==> src/rtl/tft_timing_pkg.sv <==
// Package: shared widths and window type for the TFT timing generator.
// Assumes positions fit in 16 bits; a window word packs start over end.
package tft_timing_pkg;
    localparam int unsigned POS_W   = 16;
    localparam int unsigned WIN_W   = 2 * POS_W;
    localparam int unsigned NUM_AUX = 4;

    typedef struct packed {
        logic [POS_W-1:0] start;
        logic [POS_W-1:0] stop;
    } win_t;
endpackage

==> src/rtl/tft_scan_counter.sv <==
// Module: column and line counters of the raster scan.
// Assumes totals of at least 1; a counter at or past its total minus one wraps,
// so a total lowered on the fly cannot strand a counter above it.
module tft_scan_counter #(
    parameter int unsigned W = 16
) (
    input  logic         clk,
    input  logic         rst_n,
    input  logic         en,
    input  logic [W-1:0] h_total,
    input  logic [W-1:0] v_total,
    output logic [W-1:0] h_q,
    output logic [W-1:0] v_q,
    output logic [W-1:0] h_nx,
    output logic [W-1:0] v_nx
);
    logic h_last;
    logic v_last;

    assign h_last = (h_q >= h_total - W'(1));
    assign v_last = (v_q >= v_total - W'(1));

    // Next position: column steps each enabled cycle, line steps on column wrap.
    always_comb begin
        h_nx = h_q;
        v_nx = v_q;
        if (en) begin
            h_nx = h_last ? '0 : h_q + W'(1);
            if (h_last) begin
                v_nx = v_last ? '0 : v_q + W'(1);
            end
        end
    end

    // Counter registers.
    always_ff @(posedge clk) begin
        if (!rst_n) begin
            h_q <= '0;
            v_q <= '0;
        end else begin
            h_q <= h_nx;
            v_q <= v_nx;
        end
    end

    a_r2_col_step: assert property (@(posedge clk) disable iff (!rst_n)
        (en && !h_last) |=> (h_q == $past(h_q) + W'(1)));
    a_r2_frame_wrap: assert property (@(posedge clk) disable iff (!rst_n)
        (en && h_last && v_last) |=> (h_q == '0 && v_q == '0));
    a_r10_count_hold: assert property (@(posedge clk) disable iff (!rst_n)
        !en |=> ($stable(h_q) && $stable(v_q)));
endmodule

==> src/rtl/tft_window_cmp.sv <==
// Module: start/end window comparator against a counter position.
// Active when start <= pos < end. With WRAP set, the position one line later
// (pos + total) is also tested, so a window may run past the total into the
// next line. Assumes total <= 2^W - 1 so the sum fits in W+1 bits.
module tft_window_cmp #(
    parameter int unsigned W    = 16,
    parameter bit          WRAP = 1'b0
) (
    input  logic [W-1:0]   pos,
    input  logic [W-1:0]   total,
    input  logic [2*W-1:0] win,
    output logic           hit
);
    logic [W:0] s_ext;
    logic [W:0] e_ext;
    logic [W:0] p_now;
    logic [W:0] p_late;
    logic       hit_now;
    logic       hit_late;

    assign s_ext  = {1'b0, win[2*W-1:W]};
    assign e_ext  = {1'b0, win[W-1:0]};
    assign p_now  = {1'b0, pos};
    assign p_late = p_now + {1'b0, total};

    // Compare the position in this line and, unfolded, in the previous line's frame.
    always_comb begin
        hit_now  = (p_now  >= s_ext) && (p_now  < e_ext);
        hit_late = (p_late >= s_ext) && (p_late < e_ext);
        hit      = hit_now || (WRAP && hit_late);
    end
endmodule

==> src/rtl/tft_timing_gen.sv <==
// Module: programmable TFT timing generator (top).
// Drives sync, data enable, a one-ahead pixel request, four polarity-selectable
// control strobes and a frame-start pulse from window words compared against
// the scan counters. All outputs are registered and advance only when en is 1.
module tft_timing_gen
    import tft_timing_pkg::*;
(
    input  logic                     clk,
    input  logic                     rst_n,
    input  logic                     en,
    input  logic [31:0]              tot_cfg,
    input  logic [31:0]              hsync_cfg,
    input  logic [31:0]              vsync_cfg,
    input  logic [31:0]              hde_cfg,
    input  logic [31:0]              vde_cfg,
    input  logic [NUM_AUX*WIN_W-1:0] aux_win,
    input  logic [NUM_AUX-1:0]       aux_pol,
    output logic                     hsync_o,
    output logic                     vsync_o,
    output logic                     de_o,
    output logic                     pix_req_o,
    output logic [NUM_AUX-1:0]       aux_o,
    output logic                     frame_start_o
);
    win_t             tot_w;
    logic [POS_W-1:0] h_total;
    logic [POS_W-1:0] v_total;
    logic [POS_W-1:0] h_q;
    logic [POS_W-1:0] v_q;
    logic [POS_W-1:0] h_nx;
    logic [POS_W-1:0] v_nx;
    logic             hs_hit;
    logic             vs_hit;
    logic             hde_hit;
    logic             vde_hit;
    logic             hde_nx_hit;
    logic             vde_nx_hit;
    logic [NUM_AUX-1:0] aux_hit;
    win_t             hde_w;

    assign tot_w   = win_t'(tot_cfg);
    assign hde_w   = win_t'(hde_cfg);
    assign h_total = tot_w.start;
    assign v_total = tot_w.stop;

    tft_scan_counter #(.W(POS_W)) u_cnt (
        .clk     (clk),
        .rst_n   (rst_n),
        .en      (en),
        .h_total (h_total),
        .v_total (v_total),
        .h_q     (h_q),
        .v_q     (v_q),
        .h_nx    (h_nx),
        .v_nx    (v_nx)
    );

    tft_window_cmp #(.W(POS_W), .WRAP(1'b0)) u_hs (
        .pos(h_q), .total(h_total), .win(hsync_cfg), .hit(hs_hit));
    tft_window_cmp #(.W(POS_W), .WRAP(1'b0)) u_vs (
        .pos(v_q), .total(v_total), .win(vsync_cfg), .hit(vs_hit));
    tft_window_cmp #(.W(POS_W), .WRAP(1'b0)) u_hde (
        .pos(h_q), .total(h_total), .win(hde_cfg), .hit(hde_hit));
    tft_window_cmp #(.W(POS_W), .WRAP(1'b0)) u_vde (
        .pos(v_q), .total(v_total), .win(vde_cfg), .hit(vde_hit));
    tft_window_cmp #(.W(POS_W), .WRAP(1'b0)) u_hde_nx (
        .pos(h_nx), .total(h_total), .win(hde_cfg), .hit(hde_nx_hit));
    tft_window_cmp #(.W(POS_W), .WRAP(1'b0)) u_vde_nx (
        .pos(v_nx), .total(v_total), .win(vde_cfg), .hit(vde_nx_hit));

    // One wrapping comparator per control strobe.
    for (genvar i = 0; i < NUM_AUX; i++) begin : g_aux
        tft_window_cmp #(.W(POS_W), .WRAP(1'b1)) u_aux (
            .pos   (h_q),
            .total (h_total),
            .win   (aux_win[i*WIN_W +: WIN_W]),
            .hit   (aux_hit[i])
        );
    end

    // Output registers: present the current position, request the next one.
    always_ff @(posedge clk) begin
        if (!rst_n) begin
            hsync_o       <= 1'b0;
            vsync_o       <= 1'b0;
            de_o          <= 1'b0;
            pix_req_o     <= 1'b0;
            frame_start_o <= 1'b0;
            aux_o         <= aux_pol;
        end else if (en) begin
            hsync_o       <= hs_hit;
            vsync_o       <= vs_hit;
            de_o          <= hde_hit && vde_hit;
            pix_req_o     <= hde_nx_hit && vde_nx_hit;
            frame_start_o <= (h_q == '0) && (v_q == '0);
            aux_o         <= aux_hit ^ aux_pol;
        end
    end

    a_r9_frame_origin: assert property (@(posedge clk) disable iff (!rst_n)
        frame_start_o |-> ($past(en) && $past(h_q) == '0 && $past(v_q) == '0));
    a_r6_req_leads_de: assert property (@(posedge clk) disable iff (!rst_n)
        (en && $past(en) && $past(rst_n)) |=> (de_o == $past(pix_req_o)));
    a_r5_empty_window: assert property (@(posedge clk) disable iff (!rst_n)
        ($past(en) && $past(hde_w.start >= hde_w.stop)) |-> !de_o);
    a_r10_out_hold: assert property (@(posedge clk) disable iff (!rst_n)
        !en |=> $stable({hsync_o, vsync_o, de_o, pix_req_o, aux_o, frame_start_o}));
endmodule

==> config.mk <==
export PLATFORM = sky130hd
export DESIGN_NAME = tft_timing_gen
export DESIGN_NICKNAME = d
export VERILOG_FILES = /design/src/rtl/tft_timing_pkg.sv /design/src/rtl/tft_scan_counter.sv /design/src/rtl/tft_window_cmp.sv /design/src/rtl/tft_timing_gen.sv
export SDC_FILE = /design/constraint.sdc
export NUM_CORES = 1
export LEC_CHECK = 0
export BUFFER_PORTS_ARGS = -buffer_cell sky130_fd_sc_hd__buf_2
export CORE_MARGIN = 2
export CORE_UTILIZATION = 55
export DETAILED_ROUTE_END_ITERATION = 6
export GPL_ROUTABILITY_DRIVEN = 1
export PLACE_DENSITY = 0.81
export SETUP_SLACK_MARGIN = 0.1
export SYNTH_ARGS = -nofsm -noshare
export SYNTH_HDL_FRONTEND = slang
export SYNTH_SLANG_ARGS = --single-unit
==> constraint.sdc <==
create_clock -name clk -period 7.92 [get_ports clk]
set_clock_uncertainty 0.05 [all_clocks]
set_input_delay 1.584 -clock clk [delete_from_list [all_inputs] [get_ports clk]]
set_output_delay 1.584 -clock clk [all_outputs]
set_load 0.005 [all_outputs]
* After elaboration in Yosys (flattened, before gate mapping)
Index checks and enable logic that the tools add are counted.
** Operators by class
- Mux-type cells :: 7
- Magnitude comparators :: 30
- Bitwise gates (word level) :: 1
- Equal/unequal tests :: 1
- Reductions and logical operators :: 23
- Add/subtract/negate cells :: 5
** Operators by type and width (number)
- 16-bit greater-or-equal comparator :: 12
- 16-bit < comparator :: 10
- 16-bit two-way mux :: 5
- 17-bit by 16-bit greater-or-equal comparator with 1-bit output :: 4
- 17-bit by 16-bit < comparator with 1-bit output :: 4
- 16-bit by 1-bit adder with 16-bit output (second input constant) :: 2
- 16-bit zero test :: 2
- 16-bit by 1-bit subtractor with 16-bit output (second input constant) :: 2
- 16-bit by 16-bit adder with 17-bit output :: 1
- 1-bit logical AND :: 17
- 4-bit two-way mux :: 2
- 1-bit logical OR :: 4
- 4-bit XOR :: 1
- 2-bit by 1-bit inequality test with 1-bit output (second input constant) :: 1
** Word-level totals
- Input port bits :: 295
- Bits in registers :: 41
- Logic and storage cells :: 75
- Output and inout port bits :: 9

* Longest topological paths before layout
- Depth after elaboration :: 8
- Gate-level depth with buffers :: 25
- Gate-level depth less buffers :: 24

* Modules after synthesis
A second synthesis with hierarchy kept.
** Second synthesis, totals
- Cell total of the unflattened synthesis :: 2226
- Area total of the unflattened synthesis :: 17056.4 µm²
** Modules (own cells, without submodules)
- tft_window_cmp at u_hde ... :: sequential area each 0.0 µm², cells an instance 105, area an instance 795.8 µm², instances 6
- tft_window_cmp at g_aux[0].u_aux ... :: sequential area each 0.0 µm², cells an instance 279, area an instance 2213.4 µm², instances 2
- tft_scan_counter :: sequential area each 640.6 µm², cells an instance 410, area an instance 3000.4 µm², instances 1
- tft_window_cmp at g_aux[1].u_aux :: sequential area each 0.0 µm², cells an instance 297, area an instance 2220.9 µm², instances 1
- tft_window_cmp at g_aux[2].u_aux :: sequential area each 0.0 µm², cells an instance 287, area an instance 2169.6 µm², instances 1
- tft_timing_gen :: sequential area each 220.2 µm², cells an instance 44, area an instance 464.2 µm², instances 1

* Worst setup path after synthesis
Ideal clock, no wire load.
- Kind :: input to register
- From :: input port tot_cfg[0]
- To :: register pix_req_o
- Data required time :: 7.745 ns
- Data arrival time :: 5.879 ns
- Stages :: 23
- Path buffers :: 1
- Slack :: 1.866 ns
- Cells stage by stage :: nor3_1 > nor3b_1 > nand2_1 > nor4_1 > xnor2_1 > ha_1 > nand4_1 > nor3_1 > nand4_1 > o211ai_1 > a211o_1 > buf_6 > nor2_2 > a21oi_1 > ha_1 > nand2b_1 > a2111oi_0 > nor3_1 > a2111oi_0 > nor4_1 > o21ai_0 > a221oi_1 > o41a_1
** Between the ends
- Longest elaborated chain between the ends :: 8
** RTL lines
- from (decl) :: RTL line tft_timing_gen.sv:11 : input logic [31:0] tot_cfg,
- 16-bit by 1-bit subtractor with 16-bit output (*) :: RTL line tft_scan_counter.sv:21 : assign v_last = (v_q >= v_total - W'(1));
- 16-bit greater-or-equal comparator (*) :: RTL line tft_scan_counter.sv:21
- 16-bit two-way mux (*) :: RTL line tft_scan_counter.sv:30 : v_nx = v_last ? '0 : v_q + W'(1);
- 16-bit two-way mux (*) :: RTL line tft_scan_counter.sv:29 : if (h_last) begin
- 16-bit two-way mux (*) :: RTL line tft_scan_counter.sv:27 : if (en) begin
- 16-bit greater-or-equal comparator or 16-bit < comparator (tied branches) :: RTL line tft_window_cmp.sv:28 : hit_now = (p_now >= s_ext) && (p_now < e_ext);
- 1-bit logical AND (*) :: RTL line tft_window_cmp.sv:28
- 1-bit logical AND (*) :: RTL line tft_timing_gen.sv:94 : pix_req_o <= hde_nx_hit && vde_nx_hit;
- to (signal assigned) :: RTL line tft_timing_gen.sv:94
- to (decl) :: RTL line tft_timing_gen.sv:21 : output logic pix_req_o,
Mark *: on every way between the ends. The rest lies on a longest branch, timed or not.
A chain may end at the register's enable or synchronous reset.

* Final worst setup path
- From :: input port tot_cfg[21]
- To :: register pix_req_o
** Between the ends
- Longest elaborated chain between the ends :: 7
** RTL lines
- 16-bit by 1-bit subtractor with 16-bit output (*) :: RTL line tft_scan_counter.sv:20 : assign h_last = (h_q >= h_total - W'(1));
- 16-bit greater-or-equal comparator (*) :: RTL line tft_scan_counter.sv:20
- 16-bit two-way mux (*) :: RTL line tft_scan_counter.sv:29
- 16-bit two-way mux (*) :: RTL line tft_scan_counter.sv:27
- net u_cnt.v_nx[9] :: RTL line tft_scan_counter.sv:15 : output logic [W-1:0] v_nx
- 16-bit greater-or-equal comparator or 16-bit < comparator (tied branches) :: RTL line tft_window_cmp.sv:28
- 1-bit logical AND (*) :: RTL line tft_window_cmp.sv:28
- 1-bit logical AND (*) :: RTL line tft_timing_gen.sv:94
Mark *: on every way through the listed nets, which the timed path passes. The rest lies on a longest branch.

==> results.md <==
- Status: completed
- Post-synthesis mux area share: 0%
- Mapped Area: around 14000 µm²
- Die W: between 150 and 200 µm
- Drt wl/cell: 18.98 µm
- Busiest metal layer after global routing: met2
- Crit path required time: between 8 and 9 ns
- Post-route minimum period: about 6.7 ns
- CTS Buffer Depth: 2
- Syn_area_per_cell: 7.940 µm²
- Max Clock Freq: roughly 0.15 GHz
- Cts hold-fix bufs: 0
- GR Overflow Total: 0
- Dpl cell area: ~16000 µm²
- Gr usage total: between 30% and 40%
- Worst-margin pin slew: ~1.2 ns
- Slew margin rel.: 17.63%
- Critical path class: input pin to flip-flop
- GPL Wtd Cong: approximately 0.96
- Via count: between 10000 and 15000
- Synth area leader: ha_1
- Clock buffer count from CTS: 5
- Clock root buffer: clkbuf_16
- Most common cell after layout, fill and taps aside: ha_1
- Clock Pin Slew Worst Setup and Hold Paths: around 0.070 ns
- Mapped Cells: about 1700
- Met3 usage: approximately 3.8%
- CTS tree: done
- Overall Power: ~0.92 mW
- Leak pwr: approximately 9.5 nW
- Core footprint: roughly 25000 µm²
- Largest net degree at the start of global routing: 35
- Hold WC Path Type: flip-flop to flip-flop
- Rows: 58
- Multi-input logic area: 11950 µm²
- Synthesized Nets: ~2500
- Yosys warnings: 0
- DR vias/cell: 5.943
- Met1 usage: between 40% and 50%
- Starting Density: between 50% and 60%
- Die Area: 26490 µm²
- Fin crit share: 84.20%
- Main flop type after synthesis: dfxtp_1
- Slew Limit Fails: 0
- Pwr dens: approximately 57 nW/µm²
- Share of layout cells above drive strength 1: roughly 17%
- Cts repair resizes: 0
- Final Cell Area: around 16000 µm²
- Synth area leaders: ha_1 (44%), inv_1 (7.3%), dfxtp_1 (5.3%)
- Die Y-Extent: between 150 and 200 µm
- Unrepaired setup endpoints after global routing: false
- Clock sinks: 41
- Vias in the first global route: 13930
- Post-route ant nets: 0
- Final Hold Fails: 0
- Final setup viols: 0
- Post-CTS Setup Inserts: 0
- Port Buf Inserts: 303
- Yosys reg bits: 41
- Post-layout worst setup margin: between 1 and 1.5 ns
- Endpoint class of the critical path: flip-flop
- CP Max Fanout: 17
- Synth unique cells: 75
- Boundary Pins: a little over 300
- Main combinational cell family by area after synthesis: adder cells
- Met2 usage: a little under three fifths
- Register area share after synthesis: under 10%
- Async SR Flop Fraction: 0%
- Synth Area in Compound Gates: 22.51%
- Most frequent cells in the layout: ha_1 (488), buf_2 (303), inv_1 (268)
- Adder-Cell Fraction of Synth Area: between 40% and 50%
- First-pass GRT wire length: around 71000 µm
- Worst vdd ir: 67.34 µV
- Synth Area in Simple Gates: about 16%
- CP Data Arrival Time: about 6.9 ns
- H-tree depth: 2
- Drt first pass iters: 6
- Drc violations: 0
- Fin Setup TNS: 0 ns
- Area Growth Syn to Fin: 15.95%
- Final Core Density: ~64%
- Place WS: 1.154 ns
- Crit path launch type: input pin
- Flop2flop setup slack: approximately 2.5 ns
- WL final: between 40000 and 50000 µm
- Max capacitance violation total: 0
- Final nets: 2855
- Share of the synthesized area in the top cell type: roughly 44%
- Skew-Pair Late Insertion Delay: ~0.30 ns
- Post-DP HPWL: between 30000 and 40000 µm
- Synth Area in XOR/XNOR: about 3.8%
- EDFF count, synth: 4
- Initial antenna violation count: 0
- Final-layout fill cell count: roughly 2200
- Register area: ~860 µm²
- Initial drt markers: roughly 960
[cell families (layout without fill, tap and decap cells)]
logic type,Yosys count,count (layout)
flops,41,41
xor+xnor,60,60
other cells,0,1
fa+ha+maj,489,489
compound gates,468,468
simple gates,410,410
buf+inv,278,604
[synthesized netlist by cell type (all sizes together), types with 4 or more instances]
master	count
a21o	74
and4	5
a41oi	4
nand4	39
a22o	4
or3	4
o211ai	15
inv	269
a211oi	25
o21bai	4
a2111oi	22
nand3	28
a21oi	113
nor4	19
o21ai	114
or4	9
o2111ai	11
xnor2	39
o21a	19
nor3	32
and2	32
clkbuf	6
a21boi	7
o31ai	7
nand2b	31
o41ai	7
a221oi	5
nor2b	35
nor3b	5
a211o	4
o22ai	6
and3	10
nor2	88
a31oi	11
xor2	21
dfxtp	37
edfxtp	4
nand2	64
ha	488
[power breakdown]
part	switching [mW]	internal [mW]	total, mW
clock network	0.0940	0.116	0.210
registers	0.00530	0.214	0.220
logic	0.272	0.214	0.487
total	0.372	0.544	0.916
[sequential cells by signal, indices dropped and copies added (netlist names)]
register,flops
aux_o,4
de_o,1
frame_start_o,1
hsync_o,1
pix_req_o,1
u_cnt.h_q,16
u_cnt.v_q,16
vsync_o,1
[worst max-delay path, cell delays in order]
cell	delay [ns]
buf_2	0.12
nor4_1	0.55
nand3_1	0.24
nor4_1	0.30
xnor2_1	0.16
ha_1	0.26
a211oi_1	0.29
nor2_1	0.09
nor3_1	0.58
a21oi_2	0.38
and2_1	0.33
nor2_1	0.21
ha_1	0.28
a21o_1	0.16
a21o_1	0.16
a21oi_1	0.18
o22ai_1	0.10
nor3_1	0.21
o21ai_0	0.17
a221oi_1	0.31
o41a_1	0.20
[metal layers]
layer  vias up  part of all wire, %
met5         -                    0
met4         0                  4.8
met3       144                  7.2
met2       594                   44
met1      6481                   44
li1       7062                    -
[worst paths after layout]
check	end	depth (start not counted)	start
max reg2reg	pix_req_o	19	u_cnt.h_q[0]
max	pix_req_o	21	tot_cfg[21]
min reg2reg	de_o	1	de_o
min	de_o	1	de_o
[final cells by class]
type | count | share of cell area (%)
clock buffers | 5 | 0.7784
repair buffers | 327 | 10.55
diodes | 1 | 0.01557
well taps | 330 | 2.569
clock inverters | 3 | 0.1090
inverters | 269 | 6.282
multi-input cells | 1427 | 74.34
flip-flops and latches | 41 | 5.355
[stage by stage]
step	cells	hold slack, ns
2_1_floorplan	1746	0.3987
3_3_place_gp	2394	0.4176
3_5_place_dp	2394	0.4169
4_1_cts	2402	0.4329
5_1_grt	2402	0.4552
6_report	2403	0.4310
No activity file was read; power rests on OpenSTA's default activity.
